===== config.mk =====
export PLATFORM = sky130hd
export DESIGN_NAME = simd_lane_alu
export DESIGN_NICKNAME = d
export VERILOG_FILES = /design/src/rtl/simd_lane_pkg.sv /design/src/rtl/simd_addsub.sv /design/src/rtl/simd_compare.sv /design/src/rtl/simd_lane_alu.sv
export SDC_FILE = /design/constraint.sdc
export NUM_CORES = 1
export LEC_CHECK = 0
export ABC_AREA = 1
export BUFFER_PORTS_ARGS = -buffer_cell sky130_fd_sc_hd__buf_2
export CORE_MARGIN = 3
export CORE_UTILIZATION = 45
export CTS_CLUSTER_SIZE = 14
export DETAILED_ROUTE_END_ITERATION = 7
export GPL_ROUTABILITY_DRIVEN = 0
export PLACE_DENSITY = 0.85
export SLEW_MARGIN = 40
export SYNTH_ARGS = -nofsm -noshare
export SYNTH_HDL_FRONTEND = slang
export SYNTH_SLANG_ARGS = --single-unit

===== constraint.sdc =====
create_clock -name clk -period 9.4 [get_ports clk]
set_input_delay 0.47 -clock clk [delete_from_list [all_inputs] [get_ports clk]]
set_output_delay 0.47 -clock clk [all_outputs]
set_load 0.05 [all_outputs]

===== src/rtl/simd_lane_pkg.sv =====
// Package: shared operation codes and the compare-relation selector.
// Assumes op_sel[2] marks a compare and op_sel[1:0] then picks the relation.
package simd_lane_pkg;
    localparam logic [2:0] OP_ADD = 3'b000;
    localparam logic [2:0] OP_SUB = 3'b001;
    localparam logic [2:0] OP_CGT = 3'b100;
    localparam logic [2:0] OP_CLE = 3'b101;
    localparam logic [2:0] OP_CEQ = 3'b110;
    localparam logic [2:0] OP_CNE = 3'b111;

    // Pick the relation result from greater-than and equal flags.
    function automatic logic rel_pick(input logic [1:0] kind, input logic gt, input logic eq);
        case (kind)
            2'b00:   rel_pick = gt;
            2'b01:   rel_pick = ~gt;
            2'b10:   rel_pick = eq;
            default: rel_pick = ~eq;
        endcase
    endfunction
endpackage


===== src/rtl/simd_addsub.sv =====
// Module: partitioned adder/subtractor built from SUB_W-bit segments.
// Even segments start a lane. Odd segments take the carry of the segment
// below them only when wide lanes are selected. Assumes an even segment count.
module simd_addsub #(
    parameter int DATA_W = 64,
    parameter int SUB_W  = 16
) (
    input  logic [DATA_W-1:0] a,
    input  logic [DATA_W-1:0] b,
    input  logic              sub,
    input  logic              wide,
    output logic [DATA_W-1:0] sum
);
    localparam int NSUB = DATA_W / SUB_W;

    logic [NSUB/2-1:0] carry;

    for (genvar i = 0; i < NSUB; i++) begin : g_seg
        if (i % 2 == 0) begin : g_lo
            logic [SUB_W:0] t;
            // Low segment: carry-in is the subtract flag (two's-complement +1).
            assign t = {1'b0, a[i*SUB_W +: SUB_W]}
                     + {1'b0, b[i*SUB_W +: SUB_W] ^ {SUB_W{sub}}}
                     + {{SUB_W{1'b0}}, sub};
            assign sum[i*SUB_W +: SUB_W] = t[SUB_W-1:0];
            assign carry[i/2] = t[SUB_W];
        end else begin : g_hi
            logic cin;
            // High segment: chain to the low segment only for wide lanes.
            assign cin = wide ? carry[i/2] : sub;
            assign sum[i*SUB_W +: SUB_W] = a[i*SUB_W +: SUB_W]
                                         + (b[i*SUB_W +: SUB_W] ^ {SUB_W{sub}})
                                         + {{(SUB_W-1){1'b0}}, cin};
        end
    end
endmodule


===== src/rtl/simd_compare.sv =====
// Module: signed lane comparator producing a per-lane truth mask.
// Computes narrow (SUB_W) and wide (2*SUB_W) results side by side and keeps
// only the active lanes. Lane 0 maps to mask bit 0 and unused bits are zero.
module simd_compare
    import simd_lane_pkg::*;
#(
    parameter int DATA_W = 64,
    parameter int SUB_W  = 16
) (
    input  logic [DATA_W-1:0] a,
    input  logic [DATA_W-1:0] b,
    input  logic [1:0]        kind,
    input  logic              wide,
    input  logic              half,
    output logic [DATA_W/SUB_W-1:0] mask
);
    localparam int NSUB  = DATA_W / SUB_W;
    localparam int NWIDE = NSUB / 2;
    localparam int WW    = 2 * SUB_W;

    logic [NSUB-1:0]  m_nar;
    logic [NWIDE-1:0] m_wid;

    for (genvar i = 0; i < NSUB; i++) begin : g_nar
        logic gt, eq;
        // Narrow-lane signed relation, masked off above the half when reduced.
        assign gt = $signed(a[i*SUB_W +: SUB_W]) > $signed(b[i*SUB_W +: SUB_W]);
        assign eq = a[i*SUB_W +: SUB_W] == b[i*SUB_W +: SUB_W];
        assign m_nar[i] = rel_pick(kind, gt, eq) & (~half | (i < NSUB/2));
    end

    for (genvar j = 0; j < NWIDE; j++) begin : g_wid
        logic gt, eq;
        // Wide-lane signed relation, masked off above the half when reduced.
        assign gt = $signed(a[j*WW +: WW]) > $signed(b[j*WW +: WW]);
        assign eq = a[j*WW +: WW] == b[j*WW +: WW];
        assign m_wid[j] = rel_pick(kind, gt, eq) & (~half | (j < NWIDE/2));
    end

    // Select the lane-size variant and pack it into the low bits.
    assign mask = wide ? {{(NSUB-NWIDE){1'b0}}, m_wid} : m_nar;
endmodule


===== src/rtl/simd_lane_alu.sv =====
// Module: top of the partitioned SIMD add/subtract/compare unit.
// Decodes the operation, merges the reduced-width result with the previous
// destination value, and registers both result words with one-cycle latency.
// Assumes DATA_W is a multiple of 4*SUB_W. The reset is synchronous, active low.
module simd_lane_alu
    import simd_lane_pkg::*;
#(
    parameter int DATA_W = 64,
    parameter int SUB_W  = 16
) (
    input  logic              clk,
    input  logic              rst_n,
    input  logic              in_valid,
    input  logic [2:0]        op_sel,
    input  logic              lane32,
    input  logic              half_mode,
    input  logic [DATA_W-1:0] src_a,
    input  logic [DATA_W-1:0] src_b,
    input  logic [DATA_W-1:0] dst_prev,
    output logic              out_valid,
    output logic [DATA_W-1:0] res_data,
    output logic [DATA_W-1:0] res_int
);
    localparam int NSUB   = DATA_W / SUB_W;
    localparam int HALF_W = DATA_W / 2;

    logic [DATA_W-1:0] sum;
    logic [NSUB-1:0]   mask;
    logic [DATA_W-1:0] nxt_data, nxt_int;
    logic              is_arith, is_cmp;

    simd_addsub #(.DATA_W(DATA_W), .SUB_W(SUB_W)) u_addsub (
        .a(src_a), .b(src_b), .sub(op_sel == OP_SUB), .wide(lane32), .sum(sum)
    );

    simd_compare #(.DATA_W(DATA_W), .SUB_W(SUB_W)) u_cmp (
        .a(src_a), .b(src_b), .kind(op_sel[1:0]), .wide(lane32),
        .half(half_mode), .mask(mask)
    );

    assign is_arith = (op_sel == OP_ADD) || (op_sel == OP_SUB);
    assign is_cmp   = op_sel[2];

    // Form the next data and integer words from the decoded operation.
    always_comb begin
        nxt_data = dst_prev;
        nxt_int  = '0;
        if (is_arith) begin
            nxt_data = half_mode ? {dst_prev[DATA_W-1:HALF_W], sum[HALF_W-1:0]} : sum;
        end else if (is_cmp) begin
            nxt_int = {{(DATA_W-NSUB){1'b0}}, mask};
        end
    end

    // Result register: load on a valid strobe, hold otherwise.
    always_ff @(posedge clk) begin
        if (!rst_n) begin
            out_valid <= 1'b0;
            res_data  <= '0;
            res_int   <= '0;
        end else begin
            out_valid <= in_valid;
            if (in_valid) begin
                res_data <= nxt_data;
                res_int  <= nxt_int;
            end
        end
    end
endmodule


==> results of run 1 <==
## power breakdown
group          internal (mW)  total [mW]  switching (mW)
logic                  0.212       0.647           0.435
clock network          0.207       0.366           0.159
registers              0.314       0.325          0.0110
## how the worst max path moves through the flow
| stage | startpoint | to | slack (ns) | cells after the start |
|---|---|---|---|---|
| 4_1_cts | op_sel[1] | res_data[26] | 3.97 | 26 |
| 3_5_place_dp | op_sel[1] | res_data[26] | 3.60 | 26 |
| 2_1_floorplan | op_sel[2] | res_data[58] | 5.04 | 29 |
| 3_3_place_gp | op_sel[1] | res_data[26] | 3.89 | 26 |
| 6_report | op_sel[1] | res_data[26] | 3.91 | 26 |
| 5_1_grt | op_sel[1] | res_data[24] | 3.34 | 25 |
## registers in the layout, summed over array words and instances (netlist names)
| register | flops |
|---|---|
| res_int | 4 |
| res_data | 64 |
| out_valid | 1 |
## area by class of cell
cell class / instances / share of cell area [%]
diodes: 3 / 0.07151
clock buffers: 9 / 2.145
clock inverters: 7 / 0.7151
inverters: 164 / 5.888
multi-input cells: 1065 / 61.60
flip-flops and latches: 69 / 13.16
well taps: 260 / 3.099
repair buffers: 274 / 13.33
## metal layers
metal	global-route usage (%)	up-vias
met5	0	-
met4	7.714	2
met3	3.538	43
met2	43.39	367
met1	31.76	4444
li1	-	4836
## cells by family after synthesis
logic type	count (synthesis)	share of synthesized area [%]
compound gates	315	20.14
xor+xnor	87	8.602
fa+ha+maj	130	18.87
buf+inv	264	14.00
flops	69	15.59
other cells	1	0.04233
simple gates	473	22.75
## worst min-delay path: stages
cell and delay [ns]:
buf_2 0.07, a21oi_1 0.05, nor2_1 0.07
## metrics by stage
| stage | instance area (um^2) | hold WS [ns] | utilization, % |
|---|---|---|---|
| 2_1_floorplan | 9080 | 0.6083 | - |
| 3_3_place_gp | 10170 | 0.4500 | 53.46 |
| 3_5_place_dp | 10170 | 0.4522 | 53.47 |
| 4_1_cts | 10470 | 0.3525 | 55.05 |
| 5_1_grt | 10500 | 0.3791 | 55.18 |
| 6_report | 10500 | 0.3632 | 55.20 |
## cell usage in the layout (no fill, tap or decap), drive strengths merged, types with 10 or more instances in the layout
cell    instances
buf           274
nand2         271
inv           165
a21oi         163
ha            124
nand3          91
nor2           75
o21ai          75
xor2           73
dfxtp          69
conb           60
o211ai         25
xnor2          14
or2            14
a31oi          11
nor3           10
o21bai         10
==> results.toml, run 1 <==
[setup_path]
rr_worst_depth = 2
arrival_ns = 5.77
crit_type = "primary input to flop"
worst_setup_path_start_kind = "primary input"
cp_slowest_stage_delay_ns = 0.51
r2r_start = "res_data[26]"
crit_buf_inv = 5
critical_path.max_fanout = 38
r2r_end = "res_data[26]"
rrSetupSlack_ns = 8.71
cp_slowest_cell = "nand3_4"
cp-end-kind = "flop"
required_ns = 9.67
path_delay_family = "simple AND/OR/NAND/NOR gates"

[floorplan]
die_x_um = 146.3
num_rows = 50
ios = 329
die_h_um = 146.3
initial_core_util_pct = 46.58
coreArea_um2 = 19020
fp.dieArea_um2 = 21410

[cts]
cts_setup_buffers = 0
hold_buffers = 0
cts_tree = "yes"
h-tree-depth = 3
clock_latency_ns = 0.34
clk_pin_slew_ns = 0.07
cts_resized = 0
cts_buffer_depth = 2
numCtsBuffers = 9
cts.sinks = 69
clock-root-buffer = "clkbuf_16"

[flow_run]
maxCapViolCount = 0

[timing]
fin_crit_ns = 5.492
final.setup.tns_ns = 0
worst_pin_slew_ns = 0.6861
timing.fmax_mhz = 182.1
finalSetupViolations = 0
slew_headroom_pct = 54.26
finClkSkew_ns = 0
rsz0062_at_grt = "no"
hold_viol = 0
period_share_pct = 58.43
drv_slew = 0
layout_setup_ws_ns = 3.908

[routing]
drc = 0
wl_met2_mm = 13.34
wl_met3_mm = 1.867
wl_per_cell_um = 15.03
drt_wl_total_mm = 27.82
m1WireLength_mm = 11.98
dr.pass1.iters = 5
highest_layer = "met5"
ant_nets = 0
post_drt_via_cell_ratio = 5.236
vias = 9692
first_iter_violations = 461

[min_path]
hold_end = "res_data[50]"
hold_path_depth = 3
hp-start = "dst_prev[50]"
hold_class = "primary input to flop"

[global_routing]
grt_max_degree = 76
grt_pass1_wl_mm = 44.41
grt_use_total_pct = 24.88
overflow = 0
antenna_found_initial = 3
grt_pass1_vias = 9218

[placed_design]
place_ws_ns = 3.602
io_buffers = 268
place_inst = 1831
place_hpwl_mm = 21.94

[outcome]
outcome = "completed"

[cells_and_area]
final_nets = 1913
drive_above_1_share_pct = 20.15
multiInputGateArea_um2 = 6466
final-instance-count-excl-fill = 1851
syn_to_final_growth_pct = 18.50
fillCellCount = 1864
ff_latch_area_um2 = 1381

[logic_synthesis]
ys_top_cells_by_area = "ha_1 (18%), dfxtp_1 (16%), nand2_1 (11%)"
yosys_warnings = 0
synth_area_per_cell_um2 = 6.616
ys_seq_area_share_pct = 15.59
yosysMostFrequentCell = "nand2_1"
synth_top_cells_by_count = "nand2_1 (269), a21oi_1 (162), inv_1 (158)"
ys_async_sr_fraction_pct = 0
syn_area_um2 = 8858
synthFlopType = "dfxtp_1"
synth-seq-cells = 69
synth_cell_types = 46
netlist_instances = 1339
synth_edf_count = 0
synth_top_area_share_pct = 17.51
yosys.area.top_type = "ha_1"

[power]
ir_worst_vdd_mv = 0.09220
total_power_mw = 1.338
p_per_area_nw_per_um2 = 127.5
p_leak_nw = 5.676
No activity file was read; power rests on OpenSTA's default activity.
==> inputs of run 2 (changes only) <==
==> constraint.sdc (replaced) <==
create_clock -name clk -period 5.6 [get_ports clk]
set_input_delay 0.28 -clock clk [delete_from_list [all_inputs] [get_ports clk]]
set_output_delay 0.28 -clock clk [all_outputs]
set_load 0.05 [all_outputs]
==> run 2 against run 1 <==
- non-clock buffer count rose by 1
- critical path type unchanged
- cell count fell by 0.11%
- critical path depth rose by 2
==> results.toml, run 2 (same netlist as run 1, synthesis figures left out) <==
[timing]
hold_viol = 0
final.setup.tns_ns = 0
period_share_pct = 82.80
worst_pin_slew_ns = 0.7749
slew_headroom_pct = 48.34
finalSetupViolations = 0
finClkSkew_ns = 0
rsz0062_at_grt = "no"
drv_slew = 0
layout_setup_ws_ns = 0.9632
fin_crit_ns = 4.637
timing.fmax_mhz = 215.7

[cells_and_area]
layout_common_cells = "nand2_1 (269), buf_2 (268), a21oi_1 (162), inv_1 (158), ha_1 (124)"
syn_to_final_growth_pct = 18.59
drive_above_1_share_pct = 20.08
fillCellCount = 1865
insertedDiodeCount = 0
layout_commonest_cell = "nand2_1"
largest_register_ffs = 64
regMostFlops = "res_data"
multiInputGateArea_um2 = 6466
fin_util_pct = 55.24
final_area_um2 = 10510
final_nets = 1914
ff_latch_area_um2 = 1381
reg.largest.list = "res_data x64, res_int x4, out_valid x1"

[cts]
cts_buffer_depth = 2
cts_setup_buffers = 0
numCtsBuffers = 9
cts.sinks = 69
cts_tree = "yes"
h-tree-depth = 3
clock_latency_ns = 0.34
clock-root-buffer = "clkbuf_16"
hold_buffers = 0
cts_resized = 0
clk_pin_slew_ns = 0.06

[outcome]
outcome = "completed"

[floorplan]
coreArea_um2 = 19020
initial_core_util_pct = 46.58
ios = 329
die_h_um = 146.3
fp.dieArea_um2 = 21410
num_rows = 50
die_x_um = 146.3

[global_routing]
grt_max_degree = 76
antenna_found_initial = 2
grt_pass1_wl_mm = 44.70
grt_use_total_pct = 25.12
overflow = 0
grt_pass1_vias = 9245

[setup_path]
r2r_start = "res_data[26]"
cp-end-kind = "flop"
required_ns = 5.86
crit_type = "primary input to flop"
rr_worst_depth = 2
worst_setup_path_start_kind = "primary input"
startpoint = "op_sel[1]"
r2r_end = "res_data[26]"
cp-endpoint = "res_data[58]"
critical_path.max_fanout = 24
rrSetupSlack_ns = 4.87
arrival_ns = 4.90

[placed_design]
place_area_um2 = 10180
place_ws_ns = 0.6294
io_buffers = 268
place_hpwl_mm = 22.01

[power]
pwr-share-comb_pct = 47.9
total_power_mw = 2.274
switchingPower_mw = 1.001
pwr-share-clk_pct = 28.1
seq_power_share_pct = 24.0
swShare_pct = 44.02
internal-power_mw = 1.273
p_per_area_nw_per_um2 = 216.5
ir_worst_vdd_mv = 0.1353
p_leak_nw = 5.696

[routing]
wl_per_cell_um = 15.20
drc = 0
post_drt_via_cell_ratio = 5.224
dr.pass1.iters = 5
drt_wl_total_mm = 28.11
first_iter_violations = 515
vias = 9660
ant_nets = 0

[flow_run]
maxCapViolCount = 0

[min_path]
hold_class = "primary input to flop"
-- run 2: changes by cell type in the layout (fill, tap and decap cells not counted) --
cell / before / now
clkinvlp_4: 3 / 0
diode_2: 3 / 0
clkbuf_1: 0 / 2
clkinv_2: 1 / 3
buf_4: 5 / 6
bufinv_16: 1 / 2
clkinv_4: 1 / 0
inv_6: 1 / 0
-- run 2: how the worst min path moves through the flow --
stage | startpoint | end | slack [ns] | cells past startpoint
CTS | dst_prev[34] | res_data[34] | 0.17 | 3
floorplan | rst_n | res_data[19] | 0.42 | 2
global route | dst_prev[34] | res_data[34] | 0.18 | 3
finish | dst_prev[34] | res_data[34] | 0.18 | 3
global placement | res_data[12] | res_data[12] | 0.45 | 2
detailed placement | res_data[42] | res_data[42] | 0.45 | 2
-- run 2: per-stage QoR --
stage,std cells,hold WS (ns)
6_report,1849,0.1779
5_1_grt,1849,0.1765
4_1_cts,1848,0.1694
3_5_place_dp,1832,0.4543
3_3_place_gp,1832,0.4510
2_1_floorplan,1398,0.4183
-- run 2: power groups by stage --
stage	registers, mW	logic (mW)	clock network (mW)
finish	0.545	1.09	0.639
global route	0.549	1.21	0.673
CTS	0.544	1.08	0.646
detailed placement	0.555	1.07	0
global placement	0.554	1.05	0
floorplan	0.678	0.707	0
-- run 2: metal layers --
metal | up-vias | part of all wire (%) | wire length [um] | track usage [%]
met5 | - | 0.057 | 16 | 0
li1 | 4844 | - | - | -
met2 | 380 | 49 | 13670 | 44.27
met3 | 37 | 7.2 | 2029 | 4.283
met4 | 4 | 1.5 | 425 | 6.538
met1 | 4395 | 43 | 11970 | 31.76
-- run 2: layout make-up --
| cell class | count | area share (%) |
|---|---|---|
| clock buffers | 11 | 2.215 |
| clock inverters | 5 | 0.7146 |
| inverters | 164 | 5.884 |
| multi-input cells | 1065 | 61.55 |
| flip-flops and latches | 69 | 13.15 |
| well taps | 260 | 3.097 |
| repair buffers | 275 | 13.39 |
-- run 2: worst max-delay path: stages --
cell      delay (ns)
buf_2           0.17
inv_2           0.11
nand3_4         0.36
xor2_1          0.31
fa_1            0.47
nand3_1         0.10
nand2_1         0.11
nand3_1         0.09
nand3_1         0.11
nand3_1         0.12
nand2_1         0.07
a21oi_1         0.12
nor2_1          0.05
o31ai_1         0.20
inv_1           0.11
fa_1            0.42
fa_1            0.42
nand3_1         0.09
nand3_1         0.11
inv_1           0.11
o21ai_0         0.12
nand3_1         0.14
nand3_1         0.10
nand3_1         0.09
inv_1           0.04
o21ai_0         0.20
o211ai_1        0.13
a21oi_1         0.14
